==> config.mk <==
export PLATFORM = sky130hd
export DESIGN_NAME = row_scroll_mapper
export DESIGN_NICKNAME = d
export VERILOG_FILES = /design/src/rtl/row_scroll_mapper.sv
export SDC_FILE = /design/constraint.sdc
export NUM_CORES = 1
export LEC_CHECK = 0
export ABC_AREA = 1
export CORE_UTILIZATION = 45
export DETAILED_ROUTE_END_ITERATION = 10
export GPL_TIMING_DRIVEN = 0
export PLACE_DENSITY = 0.83
export SLEW_MARGIN = 20
export SYNTH_ARGS = -nofsm -noshare
export SYNTH_HDL_FRONTEND = slang
export SYNTH_SLANG_ARGS = --single-unit
export TNS_END_PERCENT = 100
==> constraint.sdc <==
create_clock -name clk -period 5.06 [get_ports clk]
set_input_delay 0.759 -clock clk [delete_from_list [all_inputs] [get_ports clk]]
set_output_delay 0.759 -clock clk [all_outputs]
set_load 0.05 [all_outputs]
==> src/rtl/row_scroll_mapper.sv <==
module row_scroll_mapper #(
  parameter int ROWS   = 48,
  parameter int PAGE_H = 8
) (
  input  logic                                        clk,
  input  logic                                        rst_n,
  input  logic                                        scroll_wr,
  input  logic [$clog2(ROWS)-1:0]                     scroll_wdata,
  input  logic                                        mirror_wr,
  input  logic                                        mirror_wdata,
  input  logic [$clog2(ROWS)-1:0]                     disp_row,
  output logic [$clog2(ROWS)-1:0]                     ram_row,
  output logic [$clog2(ROWS)-$clog2(PAGE_H)-1:0]      ram_page,
  output logic [$clog2(PAGE_H)-1:0]                   ram_bit
);

  localparam int RW = $clog2(ROWS);
  localparam int BW = $clog2(PAGE_H);
  localparam logic [RW:0]   ROWS_W = (RW+1)'(ROWS);
  localparam logic [RW-1:0] LAST_R = RW'(ROWS - 1);

  logic [RW-1:0] z_q;
  logic          my_q;
  logic          z_ok;
  logic [RW-1:0] step;
  logic [RW:0]   sum;

  assign z_ok = ({1'b0, scroll_wdata} < ROWS_W);

  always_ff @(posedge clk) begin
    if (!rst_n) begin
      z_q  <= '0;
      my_q <= 1'b0;
    end else begin
      if (scroll_wr && z_ok) z_q <= scroll_wdata;
      if (mirror_wr)         my_q <= mirror_wdata;
    end
  end

  assign step     = my_q ? (LAST_R - disp_row) : disp_row;
  assign sum      = {1'b0, z_q} + {1'b0, step};
  assign ram_row  = (sum >= ROWS_W) ? RW'(sum - ROWS_W) : sum[RW-1:0];
  assign ram_page = ram_row[RW-1:BW];
  assign ram_bit  = ram_row[BW-1:0];

  AST_ROW_IN_RANGE: assert property (@(posedge clk) disable iff (!rst_n)
    ({1'b0, disp_row} < ROWS_W) |-> ({1'b0, ram_row} < ROWS_W));
  AST_ANCHOR_PLAIN: assert property (@(posedge clk) disable iff (!rst_n)
    (!my_q && disp_row == '0) |-> (ram_row == z_q));
  AST_ANCHOR_MIRROR: assert property (@(posedge clk) disable iff (!rst_n)
    (my_q && disp_row == LAST_R) |-> (ram_row == z_q));
  AST_BAD_Z_KEPT: assert property (@(posedge clk) disable iff (!rst_n)
    (scroll_wr && !z_ok) |=> $stable(z_q));
  AST_GOOD_Z_LOAD: assert property (@(posedge clk) disable iff (!rst_n)
    (scroll_wr && z_ok) |=> (z_q == $past(scroll_wdata)));
  AST_MY_LOAD: assert property (@(posedge clk) disable iff (!rst_n)
    mirror_wr |=> (my_q == $past(mirror_wdata)));

endmodule

After elaboration in Yosys (flattened, before gate mapping)
Cells that the tools add are included.
{ "word_totals": {"regBits": 7, "output_inout_bits": 12, "word_cells": 10} }
{ "op_classes": {"add_sub_neg": 3, "n_lt_le_gt_ge": 2, "muxes": 2, "reduce_logical": 1} }
{ "op_table": {"columns": ["cell", "count"], "rows": [
  ["two-way mux 6 bit", 2],
  ["adder 6 x 6 -> 7 bit", 1],
  ["greater-or-equal comparator 7 x 6 -> 1 bit, second input constant", 1],
  ["less-than comparator 6 bit, second input constant", 1],
  ["subtractor 6 bit, first input constant", 1],
  ["subtractor 6 bit, second input constant", 1],
  ["logical AND 1 bit", 1]
]} }

Longest topological paths before layout
{ "logic_depth": {"depth_word": 5, "mapped_depth": 19, "mapped_depth_nobuf": 17} }

Least setup slack after synthesis
Ideal clock, no wire load.
{ "synth_path": {"path_type": "input port to output port", "from": "in disp_row[0]", "to": "out ram_row[4]", "t_arrival_ns": 3.160, "t_required_ns": 4.301, "path_slack_ns": 1.141, "path_stages": 18, "path_buffers": 1, "cell_sequence": "xor2_1 > ha_1 > fa_1 > nand3_1 > nand3_2 > nand2_2 > nand2_2 > inv_2 > ha_1 > nand3b_1 > nor2_2 > nand3_2 > nand2_2 > nor2_4 > nand2_1 > nand2_1 > nand2_1 > buf_4"} }
{ "synth_via": {"elab_chain_cells": 5, "elab_cells_between_ends": 6, "cone_classes": "add/sub: 3; order compare: 1; mux: 2"} }
{ "synth_rtl": {"columns": ["element", "line_no", "text"], "rows": [
  ["from (decl)", "11", "input logic [$clog2(ROWS)-1:0] disp_row,"],
  ["subtractor 6 bit", "40", "assign step = my_q ? (LAST_R - disp_row) : disp_row;"],
  ["two-way mux 6 bit *", "40", null],
  ["adder 6 x 6 -> 7 bit *", "41", "assign sum = {1'b0, z_q} + {1'b0, step};"],
  ["subtractor 6 bit or greater-or-equal comparator 7 x 6 -> 1 bit (tied branches)", "42", "assign ram_row = (sum >= ROWS_W) ? RW'(sum - ROWS_W) : sum[RW-1:0];"],
  ["two-way mux 6 bit *", "42", null],
  ["to (decl)", "12", "output logic [$clog2(ROWS)-1:0] ram_row,"]
]} }
Mark *: on every way between the ends. The rest lies on a longest branch, timed or not.

Final worst setup path
{ "layout_path": {"from": "in disp_row[0]", "to": "out ram_page[1]"} }
{ "layout_via": {"elab_chain_cells": 5, "elab_cells_between_ends": 6, "cone_classes": "add/sub: 3; order compare: 1; mux: 2"} }
{ "layout_rtl": {"columns": ["element", "line_no", "text"], "rows": [
  ["subtractor 6 bit", "40", null],
  ["two-way mux 6 bit *", "40", null],
  ["adder 6 x 6 -> 7 bit *", "41", null],
  ["subtractor 6 bit or greater-or-equal comparator 7 x 6 -> 1 bit (tied branches)", "42", null],
  ["two-way mux 6 bit *", "42", null],
  ["to (decl)", "13", "output logic [$clog2(ROWS)-$clog2(PAGE_H)-1:0] ram_page,"]
]} }
Marks and branches as above.

==> qor.yml <==
grt_max_degree: 9
hold_buffers: 0
grt_pass1_wl_um: 2318
via_per_inst: 4.796
vias: 729
seqPwrFrac: 0.162
crit_required_ns: 4.30
reg2reg_slack_ns: 4.11
wirelength_met1_um: 533
wl_met2_um: 715
cts_max_level: 1
arrival_ns: 4.01
wirelength_um: 1318
synth_warnings: 0
cts_root_buf: "clkbuf_4"
finClkSkew_ns: 0
wl_per_cell_um: 8.671
synth_most_common_cell: "inv_1"
whs_endpoint: "z_q[2]"
critPathLaunch: "disp_row[0]"
endpoint_kind: "output pin"
rsz0062_at_grt: "false"
multiInputGateArea_um2: 460.4
netlist.area_leader.share: 0.1934
worstSetupPathType: "in2out"
ys_seq_elements: 7
worstPathMaxFanout: 3
drt_iter0_drc: 12
p_per_area_nw_per_um2: 361.7
synth_area_um2: 724.4
cts.path.max_buffers: 2
worst_hold_path_type: "reg2reg"
grt_pass1_vias: 644
outcome: "finished clean"
p_int_uw: 193.5
async_flop_share: 0
worst_r2r_endpoint: "my_q"
synth_ff_type: "dfxtp_1"
antenna_left: 0
holdPathStages: 2
grt.overflow.total: 0
p_switching_uw: 188.4
worst_pin_slew_ns: 0.5020
hold_violations: 0
fmax_ghz: 0.2097
port_buffers: 28
wl_met3_um: 56
path_clk_slew_ns: 0.05
maxCapViolations: 0
reg2regPathDepth: 3
clk_latency_ns: 0.25
fillers: 140
syn-num-nets: 129
top_layer: "met4"
avgSynthCellArea_um2: 6.966
finalSetupViolations: 0
cts_tree: "built"
switching_share: 0.4933
layout_worst_path_cycle_share: 0.9426
rows: 14
drt_pass1_iterations: 4
synthesis.instances: 104
finalMaxSlewViolations: 0
ys_top_cells_by_area: "dfxtp_1 (19%), ha_1 (12%), inv_1 (9.8%)"
cts_buffers: 3
max_stage_delay_ns: 0.80
io_pins: 29
combPwrFrac: 0.709
fin_setup_tns_ns: 0
synth_edf_count: 0
drc: 0
irDropWorstVdd_mv: 0.2224
antenna_found_initial: 0
cts_setup_buffers: 0
n_antenna_cell: 0
hold_ws_ns: 0.4501
syn_to_final_growth_pct: 45.77
yosys-top-cells-count: "inv_1 (19), nand2_1 (16), a21oi_1 (9)"
start_kind: "input port"
r2r-start: "my_q"
core_area_um2: 1506
nets: 162
start_util: 0.4809
p_clk_frac: 0.129
yosysSeqAreaShare: 0.1934
synth.largest_area_cell: "dfxtp_1"
die_w_um: 42.13
worstPathCellList: "clkdlybuf4s50_1, xor2_1, ha_1, fa_1, nand3_1, nand3_2, nand2_2, nand2_2, inv_2, ha_1, nand3b_1, nor2_2, nand3_2, nand2_2, nor2_4, nand2_1, nand2_1, nand2_1, clkdlybuf4s50_1"
finalWeightedCongestion: 0.7396
die_area_um2: 1775
post_cts_resized: 0
critPathSlowestCell: "clkdlybuf4s50_1"
cts.sinks: 7
track_usage: 0.1670
seq_area_um2: 140.1
yosys.cell_types.count: 24
drive_above_1_share: 0.1618
p_leak_uw: 0.0005424
die_y_um: 42.13
min-delay-start: "z_q[2]"
finalCriticalPeriod_ns: 4.770
relSlewSlack: 0.6648
## registers in the layout, summed over array words and instances, names as in the netlist
signal  cells
my_q        1
z_q         6
## per-stage QoR
stage	cell area [µm²]	total power, µW	util	std cells	setup WS, ns
2_1_floorplan	724.4	258.2	-	104	1.141
3_3_place_gp	1025	330.1	0.6802	148	0.2573
3_5_place_dp	1025	335.7	0.6802	148	0.2019
4_1_cts	1051	387.3	0.6977	152	0.1936
5_1_grt	1056	407.0	0.7010	152	0.06436
6_report	1056	381.9	0.7010	152	0.2903
## placed cells by master (no fill, tap or decap)
cell type / synthesis / routed
nand4_1: 2 / 2
a211oi_1: 2 / 2
nand3_1: 7 / 7
buf_4: 6 / 6
nor2_4: 1 / 1
nand3_2: 3 / 3
nand3b_1: 1 / 1
xnor2_1: 1 / 1
o21ai_1: 1 / 1
nand2_2: 4 / 4
clkdlybuf4s50_1: 0 / 26
nor2_2: 2 / 2
dfxtp_1: 7 / 7
nand2_1: 16 / 16
a21oi_1: 9 / 9
a21oi_2: 1 / 1
clkbuf_1: 1 / 2
inv_2: 1 / 1
and2_4: 1 / 1
nor2_1: 2 / 2
fa_1: 1 / 1
xor2_1: 4 / 4
ha_1: 7 / 7
clkbuf_4: 0 / 3
inv_1: 19 / 19
dlymetal6s2s_1: 0 / 2
o21ai_0: 5 / 5
## kinds of logic (layout without fill, tap and decap cells)
kind of cell	Yosys count	count (layout)	synth area share
compound gates	18	18	0.1364
xor+xnor	5	5	0.06045
fa+ha+maj	8	8	0.1485
buf+inv	27	59	0.1710
flops	7	7	0.1934
simple gates	39	39	0.2902
## final cells by class
class                           count  share of cell area
Buffer                              7             0.04621
Clock buffer                        4             0.02488
Inverter                           20             0.07109
Tap cell                           16             0.01896
Timing Repair Buffer               28              0.2701
Sequential cell                     7              0.1327
Multi-Input combinational cell     70              0.4360
## worst max-delay path by stage
stage                             end  slack (ns)  cells past startpoint
after floorplan            ram_row[4]        1.14                     18
after detailed placement   ram_row[5]        0.20                     20
after global placement     ram_row[4]        0.26                     20
after global routing      ram_page[2]        0.06                     19
after CTS                  ram_row[5]        0.19                     20
final                     ram_page[1]        0.29                     19
## power by group through the flow
stage                     logic, µW  registers [µW]  clock network [µW]
after CTS                       273            61.7                52.3
after floorplan                 196            62.0                   0
after detailed placement        273            62.8                   0
after global placement          268            62.5                   0
final                           271            61.8                49.3
after global routing            289            62.1                55.8
## critical path: cells and delay by family
kind                       cells  cell delay [ns]
xor gates and xnor gates       1             0.15
buffers and inverters          3             1.29
adders and majority gates      3             0.81
and+or+nand+nor               12             1.01
## metal layers
layer,track usage,vias up
met5,0,-
met4,0.07500,0
met3,0.02586,2
met2,0.3156,25
met1,0.1799,307
li1,-,395
No activity file was read; power rests on OpenSTA's default activity.
